<file path="src/rtl/tx_ramp_pkg.sv">
// Shared types for the transmit power ramp sequencer.
// Assumes nothing beyond IEEE 1800-2017 enums.
package tx_ramp_pkg;

    // Sequence phase of the ramp controller.
    typedef enum logic [1:0] {
        PH_IDLE = 2'd0,
        PH_DOWN = 2'd1,
        PH_REST = 2'd2,
        PH_UP   = 2'd3
    } ramp_phase_e;

    // What the scaler does with the current sample.
    typedef enum logic [1:0] {
        SEL_PASS  = 2'd0,
        SEL_SCALE = 2'd1,
        SEL_ZERO  = 2'd2
    } out_sel_e;

endpackage

</file>
<file path="src/rtl/ramp_coef_mem.sv">
// Ramp coefficient store: one write port, one combinational read port.
// Assumes writes come from configuration logic; a read at the same edge
// as a write returns the previous word. Contents are not reset.
module ramp_coef_mem #(
    parameter int COEF_W = 14,
    parameter int DEPTH  = 128,
    parameter int ADDR_W = $clog2(DEPTH)
) (
    input  logic              clk,
    input  logic              wr_en,
    input  logic [ADDR_W-1:0] wr_addr,
    input  logic [COEF_W-1:0] wr_data,
    input  logic [ADDR_W-1:0] rd_addr,
    output logic [COEF_W-1:0] rd_data
);

    logic [COEF_W-1:0] store [DEPTH];

    // Write one coefficient word per enabled edge.
    always_ff @(posedge clk) begin
        if (wr_en) begin
            store[wr_addr] <= wr_data;
        end
    end

    // Combinational read of the addressed coefficient.
    always_comb begin
        rd_data = store[rd_addr];
    end

endmodule

</file>
<file path="src/rtl/ramp_seq_ctrl.sv">
// Ramp sequence controller: walks the coefficient address down, through a
// silent rest and back up, one step per accepted sample (two when the
// active interpolation flag is set). Holds the active length/interp
// configuration, reloaded in bypass and at the end of the ramp-down.
// Assumes synchronous active-low reset and a single clock.
module ramp_seq_ctrl
    import tx_ramp_pkg::*;
#(
    parameter int MAX_LEN  = 128,
    parameter int MAX_REST = 32,
    parameter int ADDR_W   = $clog2(MAX_LEN),
    parameter int LEN_W    = $clog2(MAX_LEN + 1),
    parameter int REST_W   = $clog2(MAX_REST + 1)
) (
    input  logic              clk,
    input  logic              rst_n,
    input  logic              ramp_en,
    input  logic              interp_en,
    input  logic [LEN_W-1:0]  ramp_len,
    input  logic [REST_W-1:0] rest_len,
    input  logic              trigger,
    input  logic              in_valid,
    output logic [ADDR_W-1:0] coef_addr,
    output out_sel_e          out_sel,
    output logic              shadow_upd
);

    localparam logic [LEN_W-1:0]  LEN_CAP_INTERP = LEN_W'(MAX_LEN);
    localparam logic [LEN_W-1:0]  LEN_CAP_PLAIN  = LEN_W'(MAX_LEN / 2);
    localparam logic [REST_W-1:0] REST_CAP       = REST_W'(MAX_REST);

    ramp_phase_e       phase;
    logic [ADDR_W-1:0] idx;
    logic              rep;
    logic [REST_W-1:0] rest_cnt;
    logic [LEN_W-1:0]  act_len;
    logic              act_interp;
    logic              shadow_q;

    logic [LEN_W-1:0]  len_cap;
    logic [LEN_W-1:0]  new_len;
    logic [REST_W-1:0] rest_eff;
    logic [ADDR_W-1:0] last_idx;
    logic              step_done;
    logic              down_end;

    // Limit the requested length and rest count to their legal ranges.
    always_comb begin
        len_cap  = interp_en ? LEN_CAP_INTERP : LEN_CAP_PLAIN;
        if (ramp_len == '0) begin
            new_len = LEN_W'(1);
        end else if (ramp_len > len_cap) begin
            new_len = len_cap;
        end else begin
            new_len = ramp_len;
        end
        rest_eff  = (rest_len > REST_CAP) ? REST_CAP : rest_len;
        last_idx  = ADDR_W'(act_len - LEN_W'(1));
        step_done = !act_interp || rep;
        down_end  = ramp_en && (phase == PH_DOWN) && in_valid && step_done
                    && (idx == '0);
    end

    // Active configuration: follows inputs in bypass, reloads at down end.
    always_ff @(posedge clk) begin
        if (!rst_n) begin
            act_len    <= LEN_W'(1);
            act_interp <= 1'b0;
        end else if (!ramp_en || down_end) begin
            act_len    <= new_len;
            act_interp <= interp_en;
        end
    end

    // One-cycle update strobe after the last ramp-down sample.
    always_ff @(posedge clk) begin
        if (!rst_n) begin
            shadow_q <= 1'b0;
        end else begin
            shadow_q <= down_end;
        end
    end

    // Phase, address, repeat and rest counter progression.
    always_ff @(posedge clk) begin
        if (!rst_n) begin
            phase    <= PH_IDLE;
            idx      <= '0;
            rep      <= 1'b0;
            rest_cnt <= '0;
        end else if (!ramp_en) begin
            phase <= PH_IDLE;
            rep   <= 1'b0;
        end else begin
            case (phase)
                PH_IDLE: begin
                    if (trigger) begin
                        phase <= PH_DOWN;
                        idx   <= last_idx;
                        rep   <= 1'b0;
                    end
                end
                PH_DOWN: begin
                    if (in_valid) begin
                        if (!step_done) begin
                            rep <= 1'b1;
                        end else begin
                            rep <= 1'b0;
                            if (idx == '0) begin
                                if (rest_eff == '0) begin
                                    phase <= PH_UP;
                                    idx   <= '0;
                                end else begin
                                    phase    <= PH_REST;
                                    rest_cnt <= rest_eff;
                                end
                            end else begin
                                idx <= idx - ADDR_W'(1);
                            end
                        end
                    end
                end
                PH_REST: begin
                    if (in_valid) begin
                        if (rest_cnt == REST_W'(1)) begin
                            phase <= PH_UP;
                            idx   <= '0;
                            rep   <= 1'b0;
                        end else begin
                            rest_cnt <= rest_cnt - REST_W'(1);
                        end
                    end
                end
                default: begin
                    if (in_valid) begin
                        if (!step_done) begin
                            rep <= 1'b1;
                        end else begin
                            rep <= 1'b0;
                            if (idx == last_idx) begin
                                phase <= PH_IDLE;
                            end else begin
                                idx <= idx + ADDR_W'(1);
                            end
                        end
                    end
                end
            endcase
        end
    end

    // Address and output selection for the current sample.
    always_comb begin
        coef_addr  = (phase == PH_IDLE) ? last_idx : idx;
        shadow_upd = shadow_q;
        if (!ramp_en) begin
            out_sel = SEL_PASS;
        end else if (phase == PH_REST) begin
            out_sel = SEL_ZERO;
        end else begin
            out_sel = SEL_SCALE;
        end
    end

    AST_IDX_IN_RANGE: assert property (@(posedge clk) disable iff (!rst_n)
        (phase == PH_DOWN || phase == PH_UP) |-> (idx <= last_idx));
    AST_REST_BOUNDED: assert property (@(posedge clk) disable iff (!rst_n)
        (phase == PH_REST) |-> (rest_cnt != '0 && rest_cnt <= REST_CAP));
    AST_SHADOW_SINGLE: assert property (@(posedge clk) disable iff (!rst_n)
        shadow_upd |=> !shadow_upd);
    AST_SHADOW_AFTER_DOWN: assert property (@(posedge clk) disable iff (!rst_n)
        shadow_upd |-> (phase == PH_REST || phase == PH_UP));
    AST_TRIG_STARTS: assert property (@(posedge clk) disable iff (!rst_n)
        (ramp_en && phase == PH_IDLE && trigger) |=> (phase == PH_DOWN));
    AST_TRIG_IGNORED: assert property (@(posedge clk) disable iff (!rst_n)
        (ramp_en && phase != PH_IDLE && !in_valid) |=> (phase == $past(phase)));
    AST_DISABLE_IDLES: assert property (@(posedge clk) disable iff (!rst_n)
        !ramp_en |=> (phase == PH_IDLE));

endmodule

</file>
<file path="src/rtl/ramp_scaler.sv">
// Complex sample scaler: multiplies I and Q by an unsigned Q0.COEF_W gain
// with round-half-up, or passes the sample through, or forces zero.
// Registers the result; output data hold when no sample is accepted.
// Assumes the gain is below 1, so the rounded result fits DATA_W.
module ramp_scaler
    import tx_ramp_pkg::*;
#(
    parameter int DATA_W = 16,
    parameter int COEF_W = 14
) (
    input  logic                     clk,
    input  logic                     rst_n,
    input  logic                     in_valid,
    input  logic signed [DATA_W-1:0] in_i,
    input  logic signed [DATA_W-1:0] in_q,
    input  logic        [COEF_W-1:0] coef,
    input  out_sel_e                 sel,
    output logic                     out_valid,
    output logic signed [DATA_W-1:0] out_i,
    output logic signed [DATA_W-1:0] out_q
);

    localparam int LANES  = 2;
    localparam int PROD_W = DATA_W + COEF_W + 1;
    localparam logic signed [PROD_W-1:0] HALF_LSB = PROD_W'(1) <<< (COEF_W - 1);

    logic signed [DATA_W-1:0] lane_in  [LANES];
    logic signed [DATA_W-1:0] lane_res [LANES];

    assign lane_in[0] = in_i;
    assign lane_in[1] = in_q;

    // Multiply, round half up and select per lane.
    for (genvar g = 0; g < LANES; g++) begin : g_lane
        logic signed [PROD_W-1:0] xa;
        logic signed [PROD_W-1:0] ca;
        logic signed [PROD_W-1:0] prod;
        logic signed [PROD_W-1:0] rnd;
        always_comb begin
            xa   = PROD_W'(lane_in[g]);
            ca   = PROD_W'({1'b0, coef});
            prod = xa * ca;
            rnd  = (prod + HALF_LSB) >>> COEF_W;
            case (sel)
                SEL_PASS:  lane_res[g] = lane_in[g];
                SEL_ZERO:  lane_res[g] = '0;
                default:   lane_res[g] = DATA_W'(rnd);
            endcase
        end
    end

    // Output register: strobe every cycle, data only on accepted samples.
    always_ff @(posedge clk) begin
        if (!rst_n) begin
            out_valid <= 1'b0;
            out_i     <= '0;
            out_q     <= '0;
        end else begin
            out_valid <= in_valid;
            if (in_valid) begin
                out_i <= lane_res[0];
                out_q <= lane_res[1];
            end
        end
    end

    AST_VALID_FOLLOWS: assert property (@(posedge clk) disable iff (!rst_n)
        in_valid |=> out_valid);
    AST_VALID_DROPS: assert property (@(posedge clk) disable iff (!rst_n)
        !in_valid |=> (!out_valid && $stable(out_i) && $stable(out_q)));
    AST_PASS_THROUGH: assert property (@(posedge clk) disable iff (!rst_n)
        (in_valid && sel == SEL_PASS) |=>
        (out_i == $past(in_i) && out_q == $past(in_q)));
    AST_REST_SILENT: assert property (@(posedge clk) disable iff (!rst_n)
        (in_valid && sel == SEL_ZERO) |=> (out_i == '0 && out_q == '0));

endmodule

</file>
<file path="src/rtl/tx_ramp_seq.sv">
// Transmit power ramp sequencer top: coefficient store, sequence
// controller and I/Q scaler. One cycle from accepted sample to output.
// Assumes one clock and a synchronous active-low reset.
module tx_ramp_seq
    import tx_ramp_pkg::*;
#(
    parameter int DATA_W   = 16,
    parameter int COEF_W   = 14,
    parameter int MAX_LEN  = 128,
    parameter int MAX_REST = 32,
    localparam int ADDR_W  = $clog2(MAX_LEN),
    localparam int LEN_W   = $clog2(MAX_LEN + 1),
    localparam int REST_W  = $clog2(MAX_REST + 1)
) (
    input  logic                     clk,
    input  logic                     rst_n,
    input  logic                     ramp_en,
    input  logic                     interp_en,
    input  logic [LEN_W-1:0]         ramp_len,
    input  logic [REST_W-1:0]        rest_len,
    input  logic                     trigger,
    input  logic                     mem_we,
    input  logic [ADDR_W-1:0]        mem_addr,
    input  logic [COEF_W-1:0]        mem_wdata,
    input  logic                     in_valid,
    input  logic signed [DATA_W-1:0] in_i,
    input  logic signed [DATA_W-1:0] in_q,
    output logic                     out_valid,
    output logic signed [DATA_W-1:0] out_i,
    output logic signed [DATA_W-1:0] out_q,
    output logic                     shadow_upd
);

    logic [ADDR_W-1:0] coef_addr;
    logic [COEF_W-1:0] coef_word;
    out_sel_e          out_sel;

    ramp_coef_mem #(
        .COEF_W (COEF_W),
        .DEPTH  (MAX_LEN),
        .ADDR_W (ADDR_W)
    ) u_mem (
        .clk     (clk),
        .wr_en   (mem_we),
        .wr_addr (mem_addr),
        .wr_data (mem_wdata),
        .rd_addr (coef_addr),
        .rd_data (coef_word)
    );

    ramp_seq_ctrl #(
        .MAX_LEN  (MAX_LEN),
        .MAX_REST (MAX_REST),
        .ADDR_W   (ADDR_W),
        .LEN_W    (LEN_W),
        .REST_W   (REST_W)
    ) u_ctrl (
        .clk        (clk),
        .rst_n      (rst_n),
        .ramp_en    (ramp_en),
        .interp_en  (interp_en),
        .ramp_len   (ramp_len),
        .rest_len   (rest_len),
        .trigger    (trigger),
        .in_valid   (in_valid),
        .coef_addr  (coef_addr),
        .out_sel    (out_sel),
        .shadow_upd (shadow_upd)
    );

    ramp_scaler #(
        .DATA_W (DATA_W),
        .COEF_W (COEF_W)
    ) u_scale (
        .clk       (clk),
        .rst_n     (rst_n),
        .in_valid  (in_valid),
        .in_i      (in_i),
        .in_q      (in_q),
        .coef      (coef_word),
        .sel       (out_sel),
        .out_valid (out_valid),
        .out_i     (out_i),
        .out_q     (out_q)
    );

    AST_RESET_QUIET: assert property (@(posedge clk)
        !rst_n |=> (!out_valid && !shadow_upd));

endmodule

</file>
<file path="config.mk">
export PLATFORM = sky130hd
export DESIGN_NAME = tx_ramp_seq
export DESIGN_NICKNAME = d
export VERILOG_FILES = /design/src/rtl/tx_ramp_pkg.sv /design/src/rtl/ramp_coef_mem.sv /design/src/rtl/ramp_seq_ctrl.sv /design/src/rtl/ramp_scaler.sv /design/src/rtl/tx_ramp_seq.sv
export SDC_FILE = /design/constraint.sdc
export NUM_CORES = 2
export LEC_CHECK = 0
export BUFFER_PORTS_ARGS = -buffer_cell sky130_fd_sc_hd__buf_2
export CORE_ASPECT_RATIO = 2
export CORE_MARGIN = 5
export CORE_UTILIZATION = 45
export DETAILED_ROUTE_END_ITERATION = 10
export HOLD_SLACK_MARGIN = 0.15
export MAX_ROUTING_LAYER = met4
export PLACE_DENSITY_LB_ADDON = 0.05
export SLEW_MARGIN = 25
export SYNTH_ARGS = -nofsm -noshare
export SYNTH_HDL_FRONTEND = slang
export SYNTH_SLANG_ARGS = --single-unit
</file>
<file path="constraint.sdc">
create_clock -name clk -period 11.5 [get_ports clk]
set_input_delay 0.575 -clock clk [delete_from_list [all_inputs] [get_ports clk]]
set_output_delay 0.575 -clock clk [all_outputs]
set_load 0.01 [all_outputs]
</file>
Yosys cells after proc, flatten, opt, wreduce, memory -nomap -nowiden
Memories as Yosys holds them, arrays and structs flattened.
Cells that the tools add are included.
Operators by class
  add/subtract/negate cells: 6
  $mul: 2
  divide/modulo/power cells: 0
  magnitude comparators: 2
  equal/unequal tests: 15
  shift operators: 0
  muxes and demuxes: 46
  bitwise gates (word level): 0
  reductions and logical operators: 22
Operator list (count)
  two-way mux 7 bit: 13
  one-hot mux 16 bit (2 select lines): 2
  adder 30 x 15 -> 30 bit, second input constant: 2
  multiplier 16 x 15 -> 30 bit: 2
  two-way mux 6 bit: 7
  two-way mux 2 bit: 11
  one-hot mux 7 bit (3 select lines): 1
  subtractor 7 x 1 -> 7 bit, second input constant: 2
  != test 2 bit, second input constant: 6
  one-hot mux 6 bit (2 select lines): 1
  AND reduction 10 bit: 1
  AND reduction 9 bit: 1
  > comparator 8 bit: 1
  zero test 8 bit: 1
  two-way mux 1 bit: 8
  two-way mux 8 bit: 1
  AND reduction 8 bit: 1
  adder 7 x 1 -> 7 bit, second input constant: 1
  equality test 7 bit: 1
  zero test 7 bit: 1
  equality test 6 x 1 -> 1 bit, second input constant: 1
  > comparator 6 bit, second input constant: 1
  zero test 6 bit: 1
  one-hot mux 2 bit (3 select lines): 1
  other kinds (16): 25
Word-level totals
  flip-flop bits (word level): 58
  bits in latches: 0
  memory bits (writable): 1792
  ROM bits: 0
  bits of input ports: 74
  output and inout bits: 34
  memories: 1
Memories
  u_mem.store: depth 128, bits a word 14, read ports 1, clocked after memory_dff 0, wr ports 1, RTL line ramp_coef_mem.sv:17  | logic [COEF_W-1:0] store [DEPTH];

Logic depth before layout (Yosys ltp)
  depth after elaboration: 8
  mapped depth: 42

Cells and area by module
Synthesis repeated with hierarchy kept, for this count alone.
Second synthesis, totals
  cell total of the unflattened synthesis: 5003
  area total of the unflattened synthesis: 88665.0 µm²
By module, submodules not included
  ramp_coef_mem: times used 1, cells an instance 2709, area an instance 68568.3 µm², seq. area each 53811.6 µm²
  ramp_scaler: times used 1, cells an instance 2017, area an instance 17988.5 µm², seq. area each 660.6 µm²
  ramp_seq_ctrl: times used 1, cells an instance 277, area an instance 2108.3 µm², seq. area each 500.5 µm²

Worst setup path after synthesis
No wires, ideal clock.
  path kind: register to register
  start: reg u_ctrl.phase[0]
  end: reg u_scale.out_i[11]
  library setup time: 0.120 ns
  arrival: 9.510 ns
  data required time: 11.380 ns
  path slack: 1.871 ns
  stages on the path, launching flop included: 41
  path buffers: 6
  clock period less this slack: 9.629 ns
  path through: dfxtp_1 > inv_1 > ha_1 > buf_4 > nand2b_4 > nand2_4 > buf_2 > buf_2 > buf_2 > buf_2 > mux4_2 > nand2_1 > nand3_1 > nand3_1 > o211ai_1 > a31oi_1 > clkbuf_1 > nor2b_1 > (+5 left out) > inv_1 > fa_1 > inv_1 > fa_1 > inv_1 > fa_1 > inv_1 > ha_1 > a21oi_1 > o21ai_1 > a21o_1 > a2111oi_0 > nand2_1 > nand2_1 > a211oi_2 > o21ai_2 > mux2_4 > a211o_1
Between the ends
  cells in the longest elaborated chain, start to end: 6
RTL lines
  start, declared: RTL line ramp_seq_ctrl.sv:32  | ramp_phase_e phase;
  start signal, assigned: RTL line ramp_seq_ctrl.sv:87  | phase <= PH_IDLE;
  start signal, assigned: RTL line ramp_seq_ctrl.sv:92  | phase <= PH_IDLE;
  start signal, assigned: RTL line ramp_seq_ctrl.sv:98  | phase <= PH_DOWN;
  zero test 2 bit: RTL line ramp_seq_ctrl.sv:154  | coef_addr = (phase == PH_IDLE) ? last_idx : idx;
  two-way mux 7 bit: RTL line ramp_seq_ctrl.sv:154
  memory (128 x 14 bit)
  multiplier 16 x 15 -> 30 bit: RTL line ramp_scaler.sv:42  | prod = xa * ca;
  adder 30 x 15 -> 30 bit: RTL line ramp_scaler.sv:43  | rnd = (prod + HALF_LSB) >>> COEF_W;
  one-hot mux 16 bit (2 select lines) (*): RTL line ramp_scaler.sv:44  | case (sel)
  end signal, assigned: RTL line ramp_scaler.sv:61  | out_i <= lane_res[0];
  end, declared: RTL line ramp_scaler.sv:19  | output logic signed [DATA_W-1:0] out_i,
Mark *: on every way between the ends. The rest lies on a longest branch, timed or not.
A chain may end at the register's enable or synchronous reset.

Worst setup path after layout
Same ends and word-level chain as after synthesis.

==> metrics.txt <==
type of destination of the critical path flip-flop; worst setup margin about 0.29 ns; slowest stage cell, crit path fa_1; Chip Width around 330 um; max_slew headroom a little over a quarter; Synth Flop Type edfxtp_1; CTS sink cnt around 1900; Residual DRC 0; share of cells above drive strength 1 17.73%; grt total ovfl 0; core box area roughly 200000 sq um; most common cell after layout, fill and taps aside edfxtp_1; Max Fanout on Critical Path 53; clock tree buffer depth 4; row count roughly 230; commonest cells after routing, fill and taps aside edfxtp_1, nand2_1, inv_1, fa_1, mux4_2; GR Util All Layers between 20% and 30%; HP Class in -> reg; routability cong. around 0.9; crit path to u_scale.out_i[11]$_SDFFE_PN0P_; via density per instance 5.763; fin. max-slew vios 0; R2R setup slack 0.29 ns; Port Buffers 107; Hold Fails Final Rpt 0; min Tclk post-route around 11 ns; Synth cell types between 90 and 100; skew final about 0.085 ns; Worst Setup Path Type reg -> reg; status finished clean; vias 52729; DP Area 96430 sq um; FF-to-FF End u_scale.out_i[11]$_SDFFE_PN0P_; CTS tree yes; First-pass DRT Iterations 8; post-DP HPWL approximately 200000 um; design area between 100000 and 150000 sq um; Initial Util a little under half; P&R area growth vs syn 11.97%; # IOs approximately 110; CP required 12.20 ns; period utilization between 90% and 100%; Crit Reg-Reg Startpoint u_ctrl.phase[0]$_SDFFE_PN0P_; Post-synth ARST share 0%; Syn Nets 6753; Antenna Nets Post-Route 0; Max Cap Viol 0; Place WS roughly 0.34 ns; Cells after Synth 6057; Avg WL per Cell about 31 um; Worst EP arrival approximately 12 ns; fmax 89.21 MHz; Nets 7000; slew at the pin closest to its max-slew limit between 1 and 1.5 ns; Post-Synthesis Cell Area around 91000 sq um; final core utilization 50.65%; vias in the first global route ~57000; pin count of the biggest net entering global routing 92; Crit path largest cell delay approximately 0.6 ns; Num CTS Buffers 174; latest clock arrival within the worst-skew pair between 0.8 and 0.9 ns; Final setup viols 0; Die Ht 646.4 um; depth of the most critical reg-to-reg path 36; crit path launch type flip-flop; DRT iter0 DRCs 3706; global-route wire length before repair 406100 um; setup TNS 0 ns; die area around 210000 sq um; routed wire length approximately 280000 um; CTS root buf clkbuf_16; clk slew on worst S/H paths about 0.070 ns; Synth Area per Inst roughly 15 sq um; synth warn 0; RSZ-0062 raised after global routing false; initial antenna violation count 10; Yosys reg bits 1850; sequential cell area fraction in the yosys report roughly three fifths; htree depth 4; CP startpoint u_ctrl.phase[0]$_SDFFE_PN0P_; EDFF count, synth between 1500 and 2000
## kinds of logic after synthesis
kind of cell	synth area share, %
buffers and inverters	4.013
adder cells (fa/ha/maj)	12.07
AND/OR/NAND/NOR	8.417
AO/OA/AOI/OAI	4.313
multiplexers	10.27
XOR/XNOR	0.5945
flip-flops	60.33
## how the worst min path moves through the flow
stage                                               from                        endpoint  slack (ns)  cells after the start
after floorplan           u_ctrl.act_interp$_SDFFE_PN0P_  u_ctrl.act_interp$_SDFFE_PN0P_        0.46                      2
after global placement    u_ctrl.act_interp$_SDFFE_PN0P_  u_ctrl.act_interp$_SDFFE_PN0P_        0.48                      2
after detailed placement  u_ctrl.act_interp$_SDFFE_PN0P_  u_ctrl.act_interp$_SDFFE_PN0P_        0.48                      2
after CTS                                    ramp_len[7]  u_ctrl.act_len[6]$_SDFFE_PN0P_        0.15                      4
after global routing                         ramp_len[7]  u_ctrl.act_len[6]$_SDFFE_PN0P_        0.22                      4
final                                        ramp_len[7]  u_ctrl.act_len[6]$_SDFFE_PN0P_        0.20                      4
## final cells by class
| class | count | area [sq um] |
|---|---|---|
| Clock inverter | 95 | 862.1 |
| Inverter | 535 | 2008 |
| Sequential cell | 1850 | 54970 |
| Timing Repair Buffer | 419 | 3401 |
| Antenna cell | 10 | 25.02 |
| Tap cell | 2702 | 3381 |
| Clock buffer | 214 | 4547 |
| Fill cell | 17122 | 99410 |
| Multi-Input combinational cell | 3324 | 32840 |
## layer usage
layer,global-route usage [%],routed length (um),vias up
met5,-,0,-
met2,51.70,158400,1477
met3,2.694,10220,666
li1,-,-,22672
met4,16.92,21960,0
met1,27.23,92830,27914
## repair_timing
item / 4_1_cts / 5_1_grt
setup endpoints to repair: 0 / 4
gates resized for setup: 0 / 1
hold buffers: 10 / 0
endpoints found under the hold margin: 21 / 0
setup buffers: 0 / 5
## registers in the layout, summed over array words and instances (netlist names)
name               count
u_ctrl.act_interp      1
u_ctrl.act_len         7
u_ctrl.idx             7
u_ctrl.phase           2
u_ctrl.rep             1
u_ctrl.rest_cnt        6
u_ctrl.shadow_upd      1
u_mem.store         1792
u_scale.out_i         16
u_scale.out_q         16
u_scale.out_valid      1
## worst max-delay path: cells and delay by family, from the launching register on
| kind | cells | cell delay [ns] |
|---|---|---|
| fa+ha+maj | 8 | 3.97 |
| simple gates | 8 | 1.78 |
| flops | 1 | 0.33 |
| compound gates | 9 | 3.06 |
| buf+inv | 9 | 1.25 |
| mux | 2 | 0.61 |
## synth_stat cells (5+ instances only)
cell       number  area share (%)
a2111oi_0      30            0.29
a211o_1         5           0.048
a211oi_1       86            0.71
a21boi_0        6           0.049
a21o_1         41            0.34
a21oi_1       128            0.70
a22oi_1        21            0.17
a311oi_1        8           0.077
a31o_2          8           0.077
a31oi_1        51            0.35
a32oi_1         5           0.048
a41oi_1         7           0.067
and2_1         86            0.59
and3_1        127            0.87
buf_1          27            0.11
buf_2         117            0.64
buf_4          34            0.28
buf_6           5           0.062
clkbuf_1      164            0.68
dfxtp_1        58             1.3
edfxtp_1     1792              59
fa_1          428             9.4
ha_1          194             2.7
inv_1         531             2.2
mux2_2          9            0.11
mux2i_1        50            0.55
mux4_2        387             9.6
nand2_1       722             3.0
nand2b_1       32            0.22
nand3_1       131            0.72
nand3b_1        7           0.058
nand4_1        30            0.21
nor2_1        243             1.0
nor2b_1       159             1.1
nor3_1         33            0.18
nor4_1         22            0.15
o2111ai_1       5           0.048
o211ai_1       40            0.33
o21ai_0        56            0.31
o22ai_1         6           0.041
or3_1           9           0.062
xnor2_1        35            0.34
xor2_1         25            0.24
## per-stage QoR
stage | instances | hold slack, ns
after global placement | 8813 | 0.4794
final | 9149 | 0.2002
after global routing | 9147 | 0.2186
after CTS | 9133 | 0.1503
after detailed placement | 8814 | 0.4825
after floorplan | 6057 | 0.4551
Power is left out: the tool's default activity adds up to more than one toggle a clock period on the data nets, which glitch-free logic cannot reach.
